<file path="config.mk">
export PLATFORM = sky130hd
export DESIGN_NAME = rsync_top
export DESIGN_NICKNAME = d
export VERILOG_FILES = /design/src/rtl/rsync_pkg.sv /design/src/rtl/rsync_addr_hold.sv /design/src/rtl/rsync_route.sv /design/src/rtl/rsync_idle_timer.sv /design/src/rtl/rsync_top.sv
export SDC_FILE = /design/constraint.sdc
export NUM_CORES = 1
export LEC_CHECK = 0
export ABC_AREA = 1
export BUFFER_PORTS_ARGS = -buffer_cell sky130_fd_sc_hd__buf_2
export CORE_UTILIZATION = 46
export CTS_BUF_LIST = sky130_fd_sc_hd__clkbuf_8
export DETAILED_ROUTE_END_ITERATION = 7
export HOLD_SLACK_MARGIN = 0.02
export PLACE_DENSITY = 0.76
export SLEW_MARGIN = 20
export SYNTH_ARGS = -nofsm -noshare
export SYNTH_HDL_FRONTEND = slang
export SYNTH_HIERARCHICAL = 1
export SYNTH_SLANG_ARGS = --single-unit
export TNS_END_PERCENT = 5
</file>
<file path="constraint.sdc">
create_clock -name clk -period 0.87 [get_ports clk]
set_input_delay 0.087 -clock clk [delete_from_list [all_inputs] [get_ports clk]]
set_output_delay 0.087 -clock clk [all_outputs]
set_load 0.01 [all_outputs]
</file>
<file path="src/rtl/rsync_pkg.sv">
package rsync_pkg;
    localparam int unsigned NUM_CH    = 3;
    localparam int unsigned ADDR_W    = 2;
    localparam int unsigned BYTE_W    = 8;
    localparam int unsigned IDLE_LIM  = 29;

    typedef enum logic {
        T_WATCH = 1'b0,
        T_FIRE  = 1'b1
    } tmr_state_e;
endpackage

</file>
<file path="src/rtl/rsync_addr_hold.sv">
module rsync_addr_hold #(
    parameter int unsigned ADDR_W = rsync_pkg::ADDR_W,
    parameter int unsigned BYTE_W = rsync_pkg::BYTE_W
) (
    input  logic              clk,
    input  logic              rst_n,
    input  logic              cap_allow_i,
    input  logic              pkt_valid_i,
    input  logic [BYTE_W-1:0] din_i,
    output logic [ADDR_W-1:0] addr_o
);
    logic              load;
    logic [ADDR_W-1:0] addr_q;

    assign load   = cap_allow_i & pkt_valid_i;
    assign addr_o = addr_q;

    always_ff @(posedge clk) begin
        if (!rst_n)    addr_q <= '0;
        else if (load) addr_q <= din_i[ADDR_W-1:0];
    end

    // without both capture qualifiers the held channel does not move
    assert_hold_stable_R3: assert property (@(posedge clk) disable iff (!rst_n)
        !(cap_allow_i && pkt_valid_i) |=> $stable(addr_q));

    // a qualified capture lands the byte's channel bits
    assert_capture_R2: assert property (@(posedge clk) disable iff (!rst_n)
        (cap_allow_i && pkt_valid_i) |=> (addr_q == $past(din_i[ADDR_W-1:0])));
endmodule

</file>
<file path="src/rtl/rsync_route.sv">
module rsync_route #(
    parameter int unsigned NUM_CH = rsync_pkg::NUM_CH,
    parameter int unsigned ADDR_W = rsync_pkg::ADDR_W
) (
    input  logic [ADDR_W-1:0] addr_i,
    input  logic              wr_req_i,
    input  logic [NUM_CH-1:0] full_i,
    input  logic [NUM_CH-1:0] empty_i,
    output logic [NUM_CH-1:0] wr_en_o,
    output logic              full_o,
    output logic              empty_o,
    output logic [NUM_CH-1:0] vld_o
);
    logic [NUM_CH-1:0] sel;

    for (genvar k = 0; k < NUM_CH; k++) begin : g_ch
        assign sel[k]     = (addr_i == ADDR_W'(k));
        assign wr_en_o[k] = wr_req_i & sel[k];
        assign vld_o[k]   = ~empty_i[k];
    end

    always_comb begin
        full_o  = 1'b0;
        empty_o = 1'b0;
        for (int k = 0; k < NUM_CH; k++) begin
            if (sel[k]) begin
                full_o  = full_i[k];
                empty_o = empty_i[k];
            end
        end
    end

    // never more than one FIFO written, and only on request
    always_comb begin
        assert_onehot_wr_R4: assert ($onehot0(wr_en_o));
        if (!wr_req_i) assert_wr_needs_req_R4: assert (wr_en_o == '0);
    end
endmodule

</file>
<file path="src/rtl/rsync_idle_timer.sv">
module rsync_idle_timer #(
    parameter int unsigned IDLE_LIM = rsync_pkg::IDLE_LIM,
    localparam int unsigned CNT_W   = $clog2(IDLE_LIM + 1)
) (
    input  logic clk,
    input  logic rst_n,
    input  logic vld_i,
    input  logic rd_en_i,
    output logic soft_rst_o
);
    import rsync_pkg::*;

    tmr_state_e       state_q, state_d;
    logic [CNT_W-1:0] cnt_q, cnt_d;
    logic             idle;
    logic             at_lim;

    assign idle   = vld_i & ~rd_en_i;
    assign at_lim = (cnt_q == CNT_W'(IDLE_LIM - 1));

    always_ff @(posedge clk) begin
        if (!rst_n) begin
            state_q <= T_WATCH;
            cnt_q   <= '0;
        end else begin
            state_q <= state_d;
            cnt_q   <= cnt_d;
        end
    end

    always_comb begin
        state_d    = state_q;
        cnt_d      = '0;
        soft_rst_o = 1'b0;
        unique case (state_q)
            T_WATCH: begin
                if (idle) begin
                    if (at_lim) state_d = T_FIRE;
                    else        cnt_d   = cnt_q + 1'b1;
                end
            end
            T_FIRE: begin
                soft_rst_o = 1'b1;
                state_d    = T_WATCH;
            end
            default: state_d = T_WATCH;
        endcase
    end

    // the soft reset is a single-cycle pulse
    assert_pulse_single_R9: assert property (@(posedge clk) disable iff (!rst_n)
        soft_rst_o |=> !soft_rst_o);

    // a read while watching restarts the count
    assert_read_clears_R10: assert property (@(posedge clk) disable iff (!rst_n)
        (state_q == T_WATCH && rd_en_i) |=> (cnt_q == '0));

    // a pulse only follows an idle cycle at the limit
    assert_pulse_cause_R9: assert property (@(posedge clk) disable iff (!rst_n)
        $rose(soft_rst_o) |-> $past(idle && at_lim));
endmodule

</file>
<file path="src/rtl/rsync_top.sv">
module rsync_top #(
    parameter int unsigned NUM_CH   = rsync_pkg::NUM_CH,
    parameter int unsigned ADDR_W   = rsync_pkg::ADDR_W,
    parameter int unsigned BYTE_W   = rsync_pkg::BYTE_W,
    parameter int unsigned IDLE_LIM = rsync_pkg::IDLE_LIM
) (
    input  logic              clk,
    input  logic              rst_n,
    input  logic              cap_allow_i,
    input  logic              pkt_valid_i,
    input  logic [BYTE_W-1:0] din_i,
    input  logic              wr_req_i,
    input  logic [NUM_CH-1:0] full_i,
    input  logic [NUM_CH-1:0] empty_i,
    input  logic [NUM_CH-1:0] rd_en_i,
    output logic [NUM_CH-1:0] wr_en_o,
    output logic              full_o,
    output logic              empty_o,
    output logic [NUM_CH-1:0] vld_o,
    output logic [NUM_CH-1:0] soft_rst_o
);
    logic [ADDR_W-1:0] addr;

    rsync_addr_hold #(.ADDR_W(ADDR_W), .BYTE_W(BYTE_W)) u_hold (
        .clk        (clk),
        .rst_n      (rst_n),
        .cap_allow_i(cap_allow_i),
        .pkt_valid_i(pkt_valid_i),
        .din_i      (din_i),
        .addr_o     (addr)
    );

    rsync_route #(.NUM_CH(NUM_CH), .ADDR_W(ADDR_W)) u_route (
        .addr_i  (addr),
        .wr_req_i(wr_req_i),
        .full_i  (full_i),
        .empty_i (empty_i),
        .wr_en_o (wr_en_o),
        .full_o  (full_o),
        .empty_o (empty_o),
        .vld_o   (vld_o)
    );

    for (genvar k = 0; k < NUM_CH; k++) begin : g_tmr
        rsync_idle_timer #(.IDLE_LIM(IDLE_LIM)) u_tmr (
            .clk       (clk),
            .rst_n     (rst_n),
            .vld_i     (vld_o[k]),
            .rd_en_i   (rd_en_i[k]),
            .soft_rst_o(soft_rst_o[k])
        );
    end

    // an out-of-range channel reaches no FIFO and reports no status
    always_comb begin
        if (addr >= ADDR_W'(NUM_CH)) begin
            assert_invalid_quiet_R8: assert (wr_en_o == '0 && !full_o && !empty_o);
        end
    end

    // soft resets are low in the first cycle after reset
    assert_reset_quiet_R1: assert property (@(posedge clk)
        !rst_n |=> (soft_rst_o == '0));
endmodule

</file>
* Word-level counts from Yosys, hierarchy flattened *
Cells that the tools add are included.

word-level totals
  output and inout bits = 11
  logic and storage cells = 57
  register bits = 20
  bits of input ports = 22

operators by class
  reduce and logical (&&, ||, !) cells = 4
  bitwise operators = 20
  $add $sub $neg = 3
  equal/unequal tests = 5
  multiplexer cells = 18

operator list
  operator                                              number
  adder 5 x 1 -> 5 bit (second input constant)          3
  equality test 5 bit (second input constant)           3
  2-to-1 mux 1 bit                                      15
  inverter 1 bit                                        13
  OR reduction 4 bit                                    3
  AND 1 bit                                             7
  case mux 1 bit (2 select lines)                       3
  equality test 2 x 1 -> 1 bit (second input constant)  1
  equality test 2 bit (second input constant)           1
  logical NOT 2 bit                                     1

* Depth between registers and ports, before layout *
  depth in word-level cells = 4
  gate-level depth with buffers = 7

* By module *
The synthesis kept the hierarchy.

modules (own cells, without submodules)
  module            cells an instance  area each (um2)  times used
  rsync_idle_timer  41                 286.5            3
  rsync_addr_hold   13                 83.8             1
  rsync_route       18                 78.8             1

* Worst setup path after synthesis *
Ideal clock, no wire load.

  path type = reg2reg
  from = register g_tmr[0].u_tmr.cnt_q[0]
  to = register g_tmr[0].u_tmr.cnt_q[3]
  setup time = 0.056 ns
  period minus slack after synthesis = 0.961 ns
  path buffers = 0
  setup slack = -0.091 ns
  arrival time = 0.905 ns
  stages on the path, launching flop included = 8
  cells stage by stage = dfxtp_1 > inv_1 > ha_1 > nand2_1 > nor2_2 > nor2_1 > nand2_1 > inv_1

between the ends
  longest elaborated chain between the ends = 2
  elaborated cells between the ends (all ways) = 3
  those cells by class = add/sub: 1; eq/ne: 1; reduce/logical: 1

RTL lines
  element                                                       RTL line                source
  start: declaration                                            rsync_idle_timer.sv:14  logic [CNT_W-1:0] cnt_q, cnt_d;
  start signal: assignment                                      rsync_idle_timer.sv:27  cnt_q <= cnt_d;
  branches (longest 2 deep; another with adder 5 x 1 -> 5 bit)  -

Several ways; the timed one is not identified.
A chain may end at the register's enable or synchronous reset.

* Worst setup path in the final report *
  from = register u_hold.addr_q[1] (netlist: u_hold/addr_o[1])
  to = output port empty_o

between the ends
  longest elaborated chain between the ends = 4
  elaborated cells between the ends (all ways) = 6
  those cells by class = eq/ne: 2; mux: 3; reduce/logical: 1

RTL lines
  element                        RTL line               source
  start: declaration             rsync_addr_hold.sv:13  logic [ADDR_W-1:0] addr_q;
  start signal: assignment       rsync_addr_hold.sv:20  else if (load) addr_q <= din_i[ADDR_W-1:0];
  logical NOT 2 bit              rsync_route.sv:17      assign sel[k] = (addr_i == ADDR_W'(k));
  2-to-1 mux 1 bit (2 in a row)  rsync_route.sv:26      if (sel[k]) begin
  2-to-1 mux 1 bit (*)           rsync_route.sv:26
  end: declaration               rsync_top.sv:18        output logic empty_o,

Every way passes the cells marked *; elsewhere a longest branch is shown, timed or not.

==> flow_summary.html <==
<table>
<tr><th>Metric</th><th>Value</th></tr>
<tr><th colspan="2">Global routing</th></tr>
<tr><td>Initial antenna violation count</td><td>0</td></tr>
<tr><td>First-pass GRT wire length</td><td>4105 µm</td></tr>
<tr><td>Maximum number of pins on one net before global-route repair</td><td>13</td></tr>
<tr><td>Total routing usage reported by global routing</td><td>22.36%</td></tr>
<tr><td>Number of global-route vias before repair</td><td>1047</td></tr>
<tr><td>Total overflow reported by the global router</td><td>0</td></tr>
<tr><th colspan="2">Routing</th></tr>
<tr><td>Number of search-and-repair iterations in the first detailed-routing pass</td><td>4</td></tr>
<tr><td>Total number of vias</td><td>1041</td></tr>
<tr><td>Total Routed Length</td><td>2263 µm</td></tr>
<tr><td>DRT iter0 DRCs</td><td>28</td></tr>
<tr><td>Routed wire per std cell</td><td>10.15 µm</td></tr>
<tr><td>Residual DRC</td><td>0</td></tr>
<tr><td>Detail-routed via count per cell</td><td>4.668</td></tr>
<tr><td>Antenna violation net count after detailed routing</td><td>0</td></tr>
<tr><th colspan="2">Setup path</th></tr>
<tr><td>Setup crit end kind</td><td>output port</td></tr>
<tr><td>Critical path class</td><td>reg2out</td></tr>
<tr><td>Critical path data required time</td><td>780 ps</td></tr>
<tr><td>Arrival time of data at the critical path endpoint</td><td>1020 ps</td></tr>
<tr><td>Crit Path Max Fanout</td><td>7</td></tr>
<tr><td>Critical path launch point type</td><td>register</td></tr>
<tr><th colspan="2">Power</th></tr>
<tr><td>Static leakage power</td><td>0.7365 nW</td></tr>
<tr><td>VDD IR-drop max</td><td>1.322 mV</td></tr>
<tr><td>Power per cell area</td><td>1473 mW/mm²</td></tr>
<tr><td>Power, Total</td><td>2.088 mW</td></tr>
<tr><th colspan="2">Timing</th></tr>
<tr><td>Setup slack after layout</td><td>-234.5 ps</td></tr>
<tr><td>Max-slew headroom at the worst pin</td><td>87.11%</td></tr>
<tr><td>Actual transition at the worst max-transition pin</td><td>193.1 ps</td></tr>
<tr><td>Final-report hold violation count</td><td>0</td></tr>
<tr><td>Setup-violating endpoint count in the final report</td><td>22</td></tr>
<tr><td>Worst clock skew</td><td>5.812 ps</td></tr>
<tr><td>Final Critical Period</td><td>1104 ps</td></tr>
<tr><td>Final cycle utilization of the critical path</td><td>127.0%</td></tr>
<tr><td>Total count of max-transition violations in the final report</td><td>0</td></tr>
<tr><td>Highest clock frequency the design can meet</td><td>905.4 MHz</td></tr>
<tr><td>Unrepaired setup endpoints after global routing</td><td>true</td></tr>
<tr><th colspan="2">Synth</th></tr>
<tr><td>Netlist cell types</td><td>12</td></tr>
<tr><td>Leading cell types by count after synthesis</td><td>36 x sky130_fd_sc_hd__nand2_1, 35 x sky130_fd_sc_hd__inv_1, 23 x sky130_fd_sc_hd__nor2_1, 20 x sky130_fd_sc_hd__dfxtp_1, 12 x sky130_fd_sc_hd__nand3_1</td></tr>
<tr><td>Number of instances in the synthesized netlist</td><td>154</td></tr>
<tr><td>Flip-flop cell with the highest count after synthesis</td><td>sky130_fd_sc_hd__dfxtp_1</td></tr>
<tr><td>Fraction of the yosys area taken by sequential cells</td><td>39.17%</td></tr>
<tr><td>Synthesized netlist net count</td><td>182</td></tr>
<tr><td>Proportion of netlist area held by the largest area contributor</td><td>39.17%</td></tr>
<tr><td>Synthesized flop and latch total</td><td>20</td></tr>
<tr><td>Cell type with the largest total area after synthesis</td><td>sky130_fd_sc_hd__dfxtp_1</td></tr>
<tr><td>Most common cell in the synthesized netlist</td><td>sky130_fd_sc_hd__nand2_1</td></tr>
<tr><td>Top post-synthesis cells by area</td><td>sky130_fd_sc_hd__dfxtp_1 39%, sky130_fd_sc_hd__nand2_1 13%, sky130_fd_sc_hd__inv_1 13%</td></tr>
<tr><td>Proportion of synthesized flip-flops having asynchronous set or reset</td><td>0%</td></tr>
<tr><td>Area of the mapped netlist</td><td>0.001022 mm²</td></tr>
<tr><td>Synthesis warning total</td><td>6</td></tr>
<tr><td>Average instance area after synthesis</td><td>6.638 µm²</td></tr>
<tr><td>Count of flip-flops with a built-in enable after synthesis</td><td>0</td></tr>
<tr><th colspan="2">Run status</th></tr>
<tr><td>Outcome</td><td>complete, but fails checks</td></tr>
<tr><td>Violated checks</td><td>negative setup slack</td></tr>
<tr><th colspan="2">Clock network</th></tr>
<tr><td>Clock-pin slew on the worst setup and hold paths</td><td>70 ps</td></tr>
<tr><td>H-tree level count</td><td>1</td></tr>
<tr><td>Root buffer cell</td><td>sky130_fd_sc_hd__clkbuf_8</td></tr>
<tr><td>Clock latency of the later-clocked register in the worst-skew pair</td><td>260 ps</td></tr>
<tr><td>Num CTS Buffers</td><td>3</td></tr>
<tr><td>Post CTS Setup Buffer Count</td><td>0</td></tr>
<tr><td>TritonCTS clock tree</td><td>built</td></tr>
<tr><td>Number of buffers inserted by hold repair at cts</td><td>0</td></tr>
<tr><td>Maximum number of buffers from clock root to sink</td><td>2</td></tr>
<tr><td>Number of clock sinks</td><td>20</td></tr>
<tr><th colspan="2">Floorplanning</th></tr>
<tr><td>Die area</td><td>0.002415 mm²</td></tr>
<tr><td>Total number of placement rows</td><td>16</td></tr>
<tr><td>Die Ht</td><td>49.14 µm</td></tr>
<tr><td>Ports</td><td>33</td></tr>
<tr><td>Die W</td><td>49.14 µm</td></tr>
<tr><td>Floorplan core area</td><td>0.002022 mm²</td></tr>
<tr><td>Initial Util</td><td>50.56%</td></tr>
<tr><th colspan="2">Placed design</th></tr>
<tr><td>Instance area at placement</td><td>0.001280 mm²</td></tr>
<tr><td>Placer's final routability congestion estimate</td><td>0.8298</td></tr>
<tr><td>Worst slack at placement</td><td>-148.1 ps</td></tr>
<tr><td>Post-detailed-placement half-perimeter wirelength</td><td>1674 µm</td></tr>
<tr><td>IO Port Bufs</td><td>26</td></tr>
<tr><th colspan="2">Finish</th></tr>
<tr><td>Layout area overhead</td><td>38.68%</td></tr>
<tr><td>Antenna diode instance count</td><td>0</td></tr>
<tr><td>Final non-filler cell area</td><td>0.001418 mm²</td></tr>
<tr><td>Total Nets Final</td><td>225</td></tr>
<tr><td>Layout cells sized above 1</td><td>37.76%</td></tr>
<tr><th colspan="2">Flow run</th></tr>
<tr><td>Max-cap viol count</td><td>0</td></tr>
<tr><th colspan="2">Min path</th></tr>
<tr><td>Class of the tightest hold or removal check</td><td>in2reg</td></tr>
</table>
-- kinds of logic after synthesis --
kind of cell | after synthesis | share of synthesized area [%]
buf+inv | 38 | 13.95
simple gates | 87 | 36.96
xor+xnor | 3 | 2.571
fa+ha+maj | 6 | 7.344
flops | 20 | 39.17
-- critical path, stage by stage (launching register included) --
cell                      delay [ps]
sky130_fd_sc_hd__dfxtp_4         420
sky130_fd_sc_hd__inv_4            60
sky130_fd_sc_hd__nand3_1          70
sky130_fd_sc_hd__nand3_1          70
sky130_fd_sc_hd__buf_2           140
-- metal layers --
layer | track usage, % | vias up | share of wire (%)
met2 | 40.87 | 23 | 54
met4 | 13.24 | 0 | 4.2
li1 | - | 542 | -
met3 | 5.607 | 10 | 3.7
met5 | 0 | - | 0
met1 | 22.50 | 466 | 38
-- cell type report --
class                      count  area [µm²]
clock buffer                   3       41.29
tap                           27       33.78
clock inverter                 1       30.03
multi-input combinational     96       529.3
timing repair buffer          38       220.2
sequential                    20       415.4
fill                         171       604.3
inverter                      38       147.6
-- registers in the layout, summed over array words and instances (netlist names) --
signal and count:
g_tmr.u_tmr/state_q 3, g_tmr.u_tmr/cnt_q 15, u_hold/addr_o 2
-- through the flow --
step	hold slack (ps)	instances	TNS, ps	util (%)
final	52.27	223	-2933	70.11
after global routing	56.23	223	-4341	70.11
after CTS	50.32	223	-2898	68.19
after detailed placement	325.8	219	-1971	63.30
after global placement	317.0	219	-1228	63.30
after floorplan	207.4	154	-515.4	-
-- final timing paths --
path / startpoint / end / slack, ps / cells past startpoint
hold reg to reg: g_tmr[2].u_tmr/cnt_q[0] / g_tmr[2].u_tmr/cnt_q[0] / 440 / 1
setup reg to reg: g_tmr[2].u_tmr/cnt_q[1] / g_tmr[2].u_tmr/cnt_q[1] / -170 / 7
setup / recovery: u_hold/addr_o[1] / empty_o / -230 / 4
hold / removal: din_i[1] / u_hold/addr_o[1] / 50 / 3
-- power by group --
part	switching (mW)	internal, mW
clock network	0.311	0.614
registers	0.0273	0.929
logic	0.111	0.0951
-- cells in the final DEF (no fill, tap or decap) --
master,count
sky130_fd_sc_hd__bufinv_16,1
sky130_fd_sc_hd__nor3_2,2
sky130_fd_sc_hd__nor2_4,1
sky130_fd_sc_hd__nand3_2,2
sky130_fd_sc_hd__nor2_1,20
sky130_fd_sc_hd__clkbuf_8,3
sky130_fd_sc_hd__inv_1,31
sky130_fd_sc_hd__ha_1,4
sky130_fd_sc_hd__nand4_1,6
sky130_fd_sc_hd__nand2_2,3
sky130_fd_sc_hd__nand3_1,10
sky130_fd_sc_hd__xnor2_1,3
sky130_fd_sc_hd__dfxtp_4,2
sky130_fd_sc_hd__nand2_4,2
sky130_fd_sc_hd__buf_2,26
sky130_fd_sc_hd__buf_4,12
sky130_fd_sc_hd__inv_2,5
sky130_fd_sc_hd__nor3_1,1
sky130_fd_sc_hd__nand2_1,35
sky130_fd_sc_hd__dfxtp_2,6
sky130_fd_sc_hd__nor2_2,5
sky130_fd_sc_hd__inv_4,2
sky130_fd_sc_hd__ha_2,2
sky130_fd_sc_hd__dfxtp_1,12
-- what timing repair did --
item / CTS / global route
resized for setup: 12 / 14
setup endpoints to repair: 23 / 23
pin swaps: 6 / 3
Power figures use the tool's default switching activity.
